`src/rtl/arb_loss_pkg.sv`:
```
// Shared types for the arbitration-loss detector.
// Assumes: phase codes are produced by the controller in this encoding.
package arb_loss_pkg;

    localparam int PHASE_W  = 3;
    localparam int NUM_COND = 5;
    localparam int NUM_LINES = 2;

    // Index of each loss symptom inside the condition vector.
    localparam int C_TXBIT  = 0;
    localparam int C_ACKBIT = 1;
    localparam int C_START  = 2;
    localparam int C_RSTART = 3;
    localparam int C_STOP   = 4;

    // Index of each bus line inside the enable vectors.
    localparam int L_SDA = 0;
    localparam int L_SCL = 1;

    typedef enum logic [PHASE_W-1:0] {
        PH_IDLE   = 3'd0,
        PH_ADDR   = 3'd1,
        PH_TXDATA = 3'd2,
        PH_RXDATA = 3'd3,
        PH_TXACK  = 3'd4,
        PH_RXACK  = 3'd5
    } phase_e;

endpackage

```
`src/rtl/arb_cond_detect.sv`:
```
// Detects the five arbitration-loss symptoms in the current cycle.
// Assumes: scl_in/sda_in are synchronized; phase is steady while SCL is high.
module arb_cond_detect
    import arb_loss_pkg::*;
(
    input  logic   clk,
    input  logic   rst_n,
    input  logic   scl_in,
    input  logic   sda_in,
    input  logic   sda_drive_hi,
    input  phase_e phase,
    input  logic   is_master,
    input  logic   bus_busy,
    input  logic   start_req,
    input  logic   rstart_req,
    input  logic   stop_req,
    input  logic   stop_det,
    output logic   hit
);

    logic                scl_q;
    logic                scl_rise;
    logic                sda_clash;
    logic [NUM_COND-1:0] cond;

    // Remember last SCL level; reset high so a high bus is not seen as an edge.
    always_ff @(posedge clk) begin
        if (!rst_n) scl_q <= 1'b1;
        else        scl_q <= scl_in;
    end

    // Sample point and the raw SDA disagreement while the local master transmits.
    always_comb begin
        scl_rise  = scl_in & ~scl_q;
        sda_clash = scl_rise & is_master & sda_drive_hi & ~sda_in;
    end

    // Build the symptom vector.
    always_comb begin
        cond           = '0;
        cond[C_TXBIT]  = sda_clash & ((phase == PH_ADDR) | (phase == PH_TXDATA));
        cond[C_ACKBIT] = sda_clash & (phase == PH_RXACK);
        cond[C_START]  = start_req & bus_busy;
        cond[C_RSTART] = rstart_req & ~is_master;
        cond[C_STOP]   = stop_det & ~stop_req;
    end

    // Any symptom is a loss.
    always_comb hit = |cond;


    no_cmp_rx_chk: assert property (@(posedge clk) disable iff (!rst_n)
        (phase == PH_RXDATA && !start_req && !rstart_req && !stop_det) |-> !hit);


    no_false_edge_chk: assert property (@(posedge clk) disable iff (!rst_n)
        (!scl_q && scl_in) |=> scl_q);

endmodule

```
`src/rtl/arb_flag_reg.sv`:
```
// Sticky arbitration-lost flag with write-1-to-clear and interrupt gating.
// Assumes: clr_wr is a one-cycle software strobe carrying clr_val.
module arb_flag_reg (
    input  logic clk,
    input  logic rst_n,
    input  logic set_i,
    input  logic clr_wr,
    input  logic clr_val,
    input  logic irq_en,
    output logic flag_q,
    output logic irq
);

    logic clr_hit;

    // Only a written 1 counts as a clear.
    always_comb clr_hit = clr_wr & clr_val;

    // Flag update: set has priority over clear.
    always_ff @(posedge clk) begin
        if (!rst_n)      flag_q <= 1'b0;
        else if (set_i)  flag_q <= 1'b1;
        else if (clr_hit) flag_q <= 1'b0;
    end

    // Interrupt request follows the flag when enabled.
    always_comb irq = flag_q & irq_en;


    set_wins_chk: assert property (@(posedge clk) disable iff (!rst_n)
        set_i |=> flag_q);


    sticky_chk: assert property (@(posedge clk) disable iff (!rst_n)
        (flag_q && !(clr_wr && clr_val)) |=> flag_q);


    clear_chk: assert property (@(posedge clk) disable iff (!rst_n)
        (clr_wr && clr_val && !set_i) |=> !flag_q);

endmodule

```
`src/rtl/arb_line_gate.sv`:
```
// Gates the controller's pull-down enables: off in the loss cycle and held
// off until the controller reports idle.
// Assumes: the controller reaches the idle phase after a drop request.
module arb_line_gate #(
    parameter int NUM_LINES = 2
) (
    input  logic                 clk,
    input  logic                 rst_n,
    input  logic                 hit,
    input  logic                 phase_idle,
    input  logic [NUM_LINES-1:0] oe_req,
    output logic [NUM_LINES-1:0] oe,
    output logic                 back_q
);

    // Backoff latch: set by a loss, released once the controller is idle.
    always_ff @(posedge clk) begin
        if (!rst_n)          back_q <= 1'b0;
        else if (hit)        back_q <= 1'b1;
        else if (phase_idle) back_q <= 1'b0;
    end

    for (genvar k = 0; k < NUM_LINES; k++) begin : g_line
        // Per-line enable gate.
        always_comb oe[k] = oe_req[k] & ~hit & ~back_q;
    end


    backoff_hold_chk: assert property (@(posedge clk) disable iff (!rst_n)
        (back_q && !phase_idle) |=> back_q);

endmodule

```
`src/rtl/arb_loss_det.sv`:
```
// Top of the arbitration-loss detector: symptom detection, sticky flag
// and bus-line release.
// Assumes: all bus inputs synchronized to clk; one software write per cycle.
module arb_loss_det
    import arb_loss_pkg::*;
(
    input  logic               clk,
    input  logic               rst_n,
    input  logic               scl_in,
    input  logic               sda_in,
    input  logic               sda_drive_hi,
    input  logic [PHASE_W-1:0] phase,
    input  logic               is_master,
    input  logic               bus_busy,
    input  logic               start_req,
    input  logic               rstart_req,
    input  logic               stop_req,
    input  logic               stop_det,
    input  logic               clr_wr,
    input  logic               clr_val,
    input  logic               irq_en,
    input  logic               sda_oe_req,
    input  logic               scl_oe_req,
    output logic               arb_lost,
    output logic               arb_irq,
    output logic               drop_bus,
    output logic               sda_oe,
    output logic               scl_oe
);

    phase_e               phase_t;
    logic                 hit;
    logic                 back_q;
    logic [NUM_LINES-1:0] req_v;
    logic [NUM_LINES-1:0] oe_v;

    // Map the raw phase bus onto the shared type.
    always_comb phase_t = phase_e'(phase);

    // Pack and unpack the per-line enables.
    always_comb begin
        req_v        = '0;
        req_v[L_SDA] = sda_oe_req;
        req_v[L_SCL] = scl_oe_req;
        sda_oe       = oe_v[L_SDA];
        scl_oe       = oe_v[L_SCL];
    end

    arb_cond_detect u_cond (
        .clk          (clk),
        .rst_n        (rst_n),
        .scl_in       (scl_in),
        .sda_in       (sda_in),
        .sda_drive_hi (sda_drive_hi),
        .phase        (phase_t),
        .is_master    (is_master),
        .bus_busy     (bus_busy),
        .start_req    (start_req),
        .rstart_req   (rstart_req),
        .stop_req     (stop_req),
        .stop_det     (stop_det),
        .hit          (hit)
    );

    arb_flag_reg u_flag (
        .clk     (clk),
        .rst_n   (rst_n),
        .set_i   (hit),
        .clr_wr  (clr_wr),
        .clr_val (clr_val),
        .irq_en  (irq_en),
        .flag_q  (arb_lost),
        .irq     (arb_irq)
    );

    arb_line_gate #(.NUM_LINES(NUM_LINES)) u_gate (
        .clk        (clk),
        .rst_n      (rst_n),
        .hit        (hit),
        .phase_idle (phase_t == PH_IDLE),
        .oe_req     (req_v),
        .oe         (oe_v),
        .back_q     (back_q)
    );

    // Return-to-idle request in the same cycle as the loss.
    always_comb drop_bus = hit;


    release_chk: assert property (@(posedge clk) disable iff (!rst_n)
        drop_bus |-> (!sda_oe && !scl_oe));


    start_busy_chk: assert property (@(posedge clk) disable iff (!rst_n)
        (start_req && bus_busy) |=> arb_lost);


    rstart_slave_chk: assert property (@(posedge clk) disable iff (!rst_n)
        (rstart_req && !is_master) |=> arb_lost);


    stray_stop_chk: assert property (@(posedge clk) disable iff (!rst_n)
        (stop_det && !stop_req) |=> arb_lost);


    irq_gate_chk: assert property (@(posedge clk) disable iff (!rst_n)
        arb_irq |-> (arb_lost && irq_en));


    oe_after_loss_chk: assert property (@(posedge clk) disable iff (!rst_n)
        (drop_bus && phase_t != PH_IDLE) |=> (!sda_oe && !scl_oe));

endmodule

```
`config.mk`:
```
export PLATFORM = sky130hd
export DESIGN_NAME = arb_loss_det
export DESIGN_NICKNAME = d
export VERILOG_FILES = /design/src/rtl/arb_loss_pkg.sv /design/src/rtl/arb_cond_detect.sv /design/src/rtl/arb_flag_reg.sv /design/src/rtl/arb_line_gate.sv /design/src/rtl/arb_loss_det.sv
export SDC_FILE = /design/constraint.sdc
export NUM_CORES = 1
export LEC_CHECK = 0
export BUFFER_PORTS_ARGS = -buffer_cell sky130_fd_sc_hd__buf_2
export CORE_AREA = 5 5 42 44
export CTS_CLUSTER_SIZE = 8
export DETAILED_ROUTE_END_ITERATION = 16
export DIE_AREA = 0 0 47 49
export SLEW_MARGIN = 20
export SYNTH_ARGS = -nofsm -noshare
export SYNTH_HDL_FRONTEND = slang
export SYNTH_SLANG_ARGS = --single-unit
```
`constraint.sdc`:
```
create_clock -name clk -period 1.05 [get_ports clk]
set_input_delay 0 -clock clk [delete_from_list [all_inputs] [get_ports clk]]
set_output_delay 0 -clock clk [all_outputs]
set_load 0.01 [all_outputs]
```
==> results.toml, run 1 <==
[pwr]
p_int_w = 0.000326
power.density_mw_per_mm2 = 1120
peakVddDrop_mv = 0.826
combPwrFrac = 0.231
p_sw_frac = 0.249
seqPwrFrac = 0.296
switching_power_w = 0.000108
clkPwrFrac = 0.473
cellLeakagePower_nw = 0.190
power_w = 0.000434

[placement]
postPlaceCellArea_sq_um = 333
post-place-ws_ns = -0.0487
gp_congestion = 0.664
port_buffers = 23
dpl.hpwl_um = 561

[sta]
slew_violations = 0
hold_violations = 0
skew_ns = 0.00221
tightest_slew_ns = 0.436
rsz0062_at_grt = "yes"
finalCritPeriodShare = 1.18
slew_headroom = 0.709
worst_slack_ns = -0.193
period_minus_slack_ns = 1.24
fmax_ghz = 0.804
setup_viol = 5

[cts]
cts_tree = "yes"
clk_pin_slew_ns = 0.04
clk_latency_ns = 0.23
cts.sinks = 3
cts_buffers = 3
cts_root_buffer = "clkbuf_4"
ctsHtreeMaxLevel = 1
cts_buffer_depth = 2

[global_route]
overflow = 0
track_usage = 0.0640
antenna_found_initial = 0
grt_pass1_vias = 262
grt_start_max_net_pins = 6
grt_pass1_wl_um = 993

[synthesis]
synth-edff-count = 0
synthCells = 20
ys_warn_count = 0
synth_area_sq_um = 198
synth_area_per_cell_sq_um = 9.88
synth_seq_cells = 3
synthMostInstantiatedCell = "dfxtp_1"
async_reset_ff_frac = 0
synth.top_cell.area_share = 0.304
ys.flop_type = "dfxtp_1"
ys_top_cells_by_area = "dfxtp_1, a211oi_4, nor4b_1"
yosys-top-cells-count = "dfxtp_1, inv_1, nor4b_1, o31a_1"
syn-num-nets = 39
synth-seq-area-share = 0.304
ys_types = 15
post-synth-top-area-cell = "dfxtp_1"

[worst_setup_path]
path_depth = 4
crit_type = "reg -> out"
max_stage_delay_ns = 0.28
cp_num_buf_inv = 1
cp.required_ns = 1.05
arrival_ns = 1.24
critPathLaunchType = "flop"
cp_cell_sequence = "nand4b_1 > a211oi_4 > or2_2 > buf_2"
cp_slowest_cell = "dfxtp_1"
reg2reg_setup_slack_ns = -0.02
crit-reg2reg-launch = "u_cond.scl_q"
end_kind = "output port"
worstReg2RegEnd = "u_gate.back_q"
r2r_cells = 4
cp_max_fo = 4
crit_family = "simple AND/OR/NAND/NOR gates"

[floorplan]
rows = 14
core_sq_mm = 0.00140
dieArea_sq_mm = 0.00230
ios = 24
die_height_um = 49
start_util = 0.141
die_w_um = 47

[cells_and_area]
seqCellArea_sq_um = 60.1
nNetsFinal = 70
antenna_cells = 0
final_cell_area_sq_um = 387
syn2layout_area_growth_pct = 95.6
nFillCells = 163
drive_above_1_share = 0.620
utilization = 0.276
multi_input_area_sq_um = 130

[worst_hold_path]
holdPathStages = 3
min_to = "u_gate.back_q"
hp-class = "in -> reg"
hp-start = "phase[2]"

[route]
vias_per_cell = 4.00
routed-via-count = 264
ant_nets = 0
initialDrtViolationCount = 1
routed_wl_um = 674
drc = 0
routedWlPerCell_um = 10.2
firstDrtPassIters = 2

[run_status]
status = "finished, violations left"
violations = "negative setup slack"

[job]
maxCapViolCount = 0
==> metal layers <==
metal / part of all wire / global-route usage / vias up / routed length [um]
li1: - / - / 135 / -
met1: 0.37 / 0.0658 / 111 / 248
met2: 0.44 / 0.0860 / 18 / 297
met3: 0.19 / 0.0738 / 0 / 129
met4: 0 / 0.0138 / 0 / 0
met5: 0 / 0 / - / 0
==> worst register-to-register path, cell delays in order (launching register included) <==
cell      delay (ns)
dfxtp_1         0.28
nand4b_1        0.22
a211oi_4        0.24
buf_4           0.16
o31a_1          0.11
==> layout by cell type (no fill, tap or decap) <==
cell type and n:
nand2b_1 1, o31a_1 2, o31a_2 1, clkbuf_4 3, dlygate4sd3_1 2, o221ai_1 1, clkbuf_1 1, buf_2 23
or3b_1 1, a211oi_4 1, or2b_2 1, or2_2 1, dfxtp_1 3, nor4b_1 2, buf_4 1, and2_1 1
nand4b_1 1, a21boi_0 1, nand2_1 1, inv_1 2
==> power groups by stage <==
| stage | logic, W | clock network, W | registers (W) |
|---|---|---|---|
| detailed placement | 0.0000955 | 0 | 0.000130 |
| CTS | 0.000103 | 0.000214 | 0.000128 |
| floorplan | 0.0000407 | 0 | 0.000131 |
| global route | 0.000110 | 0.000240 | 0.000129 |
| global placement | 0.0000944 | 0 | 0.000130 |
| finish | 0.000100 | 0.000205 | 0.000128 |
==> cells by family (layout without fill, tap and decap cells) <==
family	Yosys count	count (layout)	synth area share
buffers and inverters	2	32	0.0380
flip-flops	3	3	0.304
AND/OR/NAND/NOR	9	9	0.336
AO/OA/AOI/OAI	6	6	0.323
==> area by class of cell <==
cell class | instances | area share
tap | 16 | 0.0518
timing repair buffer | 26 | 0.369
sequential | 3 | 0.155
multi-input combinational | 15 | 0.337
clock buffer | 4 | 0.0680
inverter | 2 | 0.0194
==> worst max path at each step <==
stage                  from  endpoint  slack [ns]
2_1_floorplan  u_cond.scl_q    scl_oe        0.09
3_3_place_gp       phase[0]  drop_bus       -0.04
3_5_place_dp       phase[0]  drop_bus       -0.05
4_1_cts        u_cond.scl_q  drop_bus       -0.21
5_1_grt        u_cond.scl_q  drop_bus       -0.27
6_report       u_cond.scl_q  drop_bus       -0.19
==> state kept, by name (all words and copies together) (netlist names) <==
| name | count |
|---|---|
| u_gate.back_q | 1 |
| u_cond.scl_q | 1 |
| u_flag.flag_q | 1 |
==> metrics by stage <==
step | instances | hold slack (ns) | TNS [ns]
4_1_cts | 67 | 0.103 | -0.753
5_1_grt | 66 | 0.0985 | -0.904
3_3_place_gp | 59 | 0.203 | -0.0448
2_1_floorplan | 20 | 0.0730 | 0
6_report | 66 | 0.0878 | -0.554
3_5_place_dp | 59 | 0.207 | -0.0894
==> what timing repair did <==
action,CTS,global route
hold buffers,2,0
pin swaps,2,1
hold endpoints to repair,1,0
setup buffers,2,0
gates cloned,0,0
gates resized for setup,1,0
endpoints found under the setup margin,3,5
(Power assumes the default switching activity.)
==> inputs of run 2 (changes only) <==
--- a/config.mk
+++ b/config.mk
@@ -10,6 +10,7 @@
 export CTS_CLUSTER_SIZE = 8
 export DETAILED_ROUTE_END_ITERATION = 16
 export DIE_AREA = 0 0 47 49
+export RECOVER_POWER = 25
 export SLEW_MARGIN = 20
 export SYNTH_ARGS = -nofsm -noshare
 export SYNTH_HDL_FRONTEND = slang
==> constraint.sdc (replaced) <==
create_clock -name clk -period 1.25 [get_ports clk]
set_input_delay 0 -clock clk [delete_from_list [all_inputs] [get_ports clk]]
set_output_delay 0 -clock clk [all_outputs]
set_load 0.01 [all_outputs]
==> run 2 against run 1 <==
Net effect:
- critical path type unchanged
- global-route usage is 0.14 points lower
- largest power group unchanged
- largest cell class unchanged
- design area is 0.32% lower
- sequential cell count stayed put
- the flow now finishes without violations
- first-iteration DRC count is 100% lower
==> results.toml, run 2 (same netlist as run 1, synthesis figures left out) <==
[run_status]
status = "complete, no violations"

[worst_setup_path]
cp_max_fo = 4
crit_type = "reg -> out"
cp.required_ns = 1.25
arrival_ns = 1.25
end_kind = "output port"
critPathLaunchType = "flop"

[cells_and_area]
final_common_cell = "buf_2"
nFillCells = 164
syn2layout_area_growth_pct = 94.9
nNetsFinal = 70
antenna_cells = 0
layout_common_cells = "buf_2, clkbuf_4, dfxtp_1"
drive_above_1_share = 0.600
top_regs = "u_cond.scl_q (1), u_flag.flag_q (1), u_gate.back_q (1)"

[sta]
rsz0062_at_grt = "yes"
fmax_ghz = 0.800
setup_viol = 0
fin_tns_setup_ns = 0
tightest_slew_ns = 0.440
whs_ns = 0.0886
slew_violations = 0
worst_slack_ns = 0.000391
hold_violations = 0
period_minus_slack_ns = 1.25
slew_headroom = 0.707
skew_ns = 0.00197
finalCritPeriodShare = 1.00

[route]
initialDrtViolationCount = 0
wl_met2_um = 287
ant_nets = 0
routedWlPerCell_um = 10.1
vias_per_cell = 4.05
routed_wl_um = 667
top_layer = "met3"
wl_met1_um = 251
firstDrtPassIters = 1
routed-via-count = 267
drc = 0
routed-wl-met3_um = 129

[cts]
cts_tree = "yes"
clk_pin_slew_ns = 0.04
cts_root_buffer = "clkbuf_4"
cts_resized = 0
cts_buffers = 3
ctsHtreeMaxLevel = 1
clk_latency_ns = 0.23
cts.sinks = 3
cts_buffer_depth = 2

[floorplan]
dieArea_sq_mm = 0.00230
die_w_um = 47
ios = 24
die_height_um = 49
start_util = 0.141
rows = 14
core_sq_mm = 0.00140

[global_route]
grt_start_max_net_pins = 6
grt_pass1_vias = 258
overflow = 0
track_usage = 0.0626
antenna_found_initial = 0
grt_pass1_wl_um = 966

[placement]
port_buffers = 23
gp_congestion = 0.664
post-place-ws_ns = 0.151
dpl.hpwl_um = 561

[pwr]
peakVddDrop_mv = 0.688
power_w = 0.000363
power.density_mw_per_mm2 = 942
cellLeakagePower_nw = 0.186

[job]
maxCapViolCount = 0

[worst_hold_path]
hp-class = "in -> reg"
==> run 2: cell count changes in the layout (fill, tap and decap cells not counted) <==
cell | previous run | this run
clkbuf_1 | 1 | 2
buf_2 | 23 | 22
==> run 2: routing by layer <==
layer | up-vias | track usage
met1 | 113 | 0.0614
met4 | 0 | 0.0138
met2 | 18 | 0.0860
li1 | 136 | -
met3 | 0 | 0.0738
met5 | - | 0
==> run 2: path summary, 6_finish.rpt <==
check	from	depth (start not counted)	to	slack, ns
max reg2reg	u_cond.scl_q	4	u_flag.flag_q	0.17
min	phase[2]	3	u_gate.back_q	0.09
min reg2reg	u_gate.back_q	2	u_gate.back_q	0.62
max	u_cond.scl_q	4	drop_bus	0.0004
==> run 2: worst max-delay path, stage by stage, from the launching register on <==
cell	delay, ns
dfxtp_1	0.28
nand4b_1	0.22
a211oi_4	0.25
or2_2	0.15
buf_2	0.12
==> run 2: timing repair <==
action                                 in CTS  in global routing
endpoints found under the hold margin       1                  0
gates cloned                                0                  0
setup buffers                               1                  0
hold buffers                                2                  0
setup endpoints to repair                   3                  3
==> run 2: metrics by stage <==
step                       util  instance area [sq um]  cells
after floorplan               -                    198     20
after global placement    0.238                    333     59
after detailed placement  0.238                    333     59
after CTS                 0.276                    387     66
after global routing      0.275                    385     66
final                     0.275                    385     66
==> run 2: area by class of cell <==
| class | count | area, sq um | area share |
|---|---|---|---|
| multi-input cells | 15 | 130 | 0.338 |
| inverters | 2 | 7.51 | 0.0195 |
| clock buffers | 4 | 26.3 | 0.0682 |
| flip-flops and latches | 3 | 60.1 | 0.156 |
| well taps | 16 | 20.0 | 0.0519 |
| repair buffers | 26 | 141 | 0.367 |
==> run 2: report_power, final <==
group	switching (W)	internal, W
sequential	0.00000419	0.000104
combinational	0.0000339	0.0000494
clock	0.0000519	0.000120
==> inputs of run 3 (changes only) <==
==> constraint.sdc (replaced) <==
create_clock -name clk -period 1.4 [get_ports clk]
set_input_delay 0 -clock clk [delete_from_list [all_inputs] [get_ports clk]]
set_output_delay 0 -clock clk [all_outputs]
set_load 0.01 [all_outputs]
==> run 3 against run 2 <==
Net effect:
- global-route usage shrank 0.070 points
- non-clock buffer count down 1
- critical path depth unchanged
- clock skew about the same
- first-iteration DRC count rose by 1
- largest power group unchanged
- highest routed layer unchanged
==> results.toml, run 3 (same netlist as run 1, synthesis figures left out) <==
[global_route]
antenna_found_initial = 0
grt_pass1_vias = 256
grt_pass1_wl_um = 959
grt_start_max_net_pins = 6
track_usage = 0.0619
overflow = 0

[pwr]
combPwrFrac = 0.228
peakVddDrop_mv = 0.615
power.density_mw_per_mm2 = 860
seqPwrFrac = 0.298
power_w = 0.000324
switching_power_w = 0.0000807
cellLeakagePower_nw = 0.176
clkPwrFrac = 0.474
p_sw_frac = 0.249
p_int_w = 0.000243

[cts]
cts_tree = "yes"
cts.sinks = 3
cts_buffers = 3
clk_latency_ns = 0.23
cts_resized = 0
cts_buffer_depth = 2
post_cts_buffers = 0
cts_root_buffer = "clkbuf_4"
clk_pin_slew_ns = 0.04
holdBufCountCts = 2
ctsHtreeMaxLevel = 1

[sta]
slew_violations = 0
period_minus_slack_ns = 1.28
tightest_slew_ns = 0.457
skew_ns = 0.00201
rsz0062_at_grt = "no"
fin_tns_setup_ns = 0
fmax_ghz = 0.781
whs_ns = 0.0888
hold_violations = 0
finalCritPeriodShare = 0.915
slew_headroom = 0.695
setup_viol = 0

[cells_and_area]
layout_common_cells = "buf_2, clkbuf_4, clkbuf_1, dfxtp_1"
syn2layout_area_growth_pct = 90.5
antenna_cells = 0
nFillCells = 165
utilization = 0.269
final_common_cell = "buf_2"
nNetsFinal = 69
drive_above_1_share = 0.571
top_regs = "u_cond.scl_q (1), u_flag.flag_q (1), u_gate.back_q (1)"

[worst_setup_path]
cp_max_fo = 5
crit_type = "reg -> out"
reg2reg_setup_slack_ns = 0.41
critPathLaunchType = "flop"
end_kind = "output port"
cp.required_ns = 1.40
arrival_ns = 1.28

[worst_hold_path]
hp-class = "in -> reg"

[route]
routed_wl_um = 662
routedWlPerCell_um = 10.2
initialDrtViolationCount = 1
vias_per_cell = 4.05
routed-via-count = 263
ant_nets = 0
firstDrtPassIters = 3
drc = 0

[floorplan]
die_height_um = 49
dieArea_sq_mm = 0.00230
core_sq_mm = 0.00140
rows = 14
die_w_um = 47
ios = 24
start_util = 0.141

[placement]
port_buffers = 23
gp_congestion = 0.664
dpl.hpwl_um = 561

[job]
maxCapViolCount = 0

[run_status]
status = "complete, no violations"
run 3: cell count changes in the layout (fill, tap and decap cells not counted), sizes merged:
cell    change
clkbuf      +1
buf         -2
run 3: per-layer routing:
| layer | routed length [um] | vias to the layer above | global-route usage |
|---|---|---|---|
| met5 | 0 | - | 0 |
| met1 | 245 | 112 | 0.0592 |
| li1 | - | 133 | - |
| met2 | 283 | 18 | 0.0860 |
| met3 | 133 | 0 | 0.0738 |
| met4 | 0 | 0 | 0.0138 |
run 3: stage by stage:
stage | area, sq um | setup WS [ns] | cells
2_1_floorplan | 198 | 0.444 | 20
6_report | 377 | 0.119 | 65
4_1_cts | 379 | 0.110 | 65
3_3_place_gp | 333 | 0.312 | 59
3_5_place_dp | 333 | 0.301 | 59
5_1_grt | 377 | 0.0412 | 65
run 3: area by class of cell:
cell class	count	area, sq um	share of cell area
Sequential cell	3	60.1	0.159
Inverter	2	7.51	0.0199
Clock buffer	4	26.3	0.0698
Tap cell	16	20.0	0.0532
Timing Repair Buffer	25	133	0.352
Multi-Input combinational cell	15	130	0.346
run 3: power by group through the flow:
stage | logic, W | registers (W) | clock network (W)
floorplan | 0.0000305 | 0.0000981 | 0
global placement | 0.0000708 | 0.0000977 | 0
detailed placement | 0.0000717 | 0.0000977 | 0
CTS | 0.0000765 | 0.0000963 | 0.000160
global route | 0.0000814 | 0.0000970 | 0.000180
finish | 0.0000739 | 0.0000964 | 0.000153
run 3: worst max-delay path, cell delays in order, from the launching register on:
cell	delay [ns]
dfxtp_1	0.28
nand4b_1	0.21
a211oi_4	0.27
or2_2	0.16
buf_2	0.12
run 3: final timing paths:
check / start / cells past startpoint / end
min: phase[2] / 3 / u_gate.back_q
min reg2reg: u_gate.back_q / 2 / u_gate.back_q
max reg2reg: u_cond.scl_q / 3 / u_flag.flag_q
max: u_cond.scl_q / 4 / drop_bus
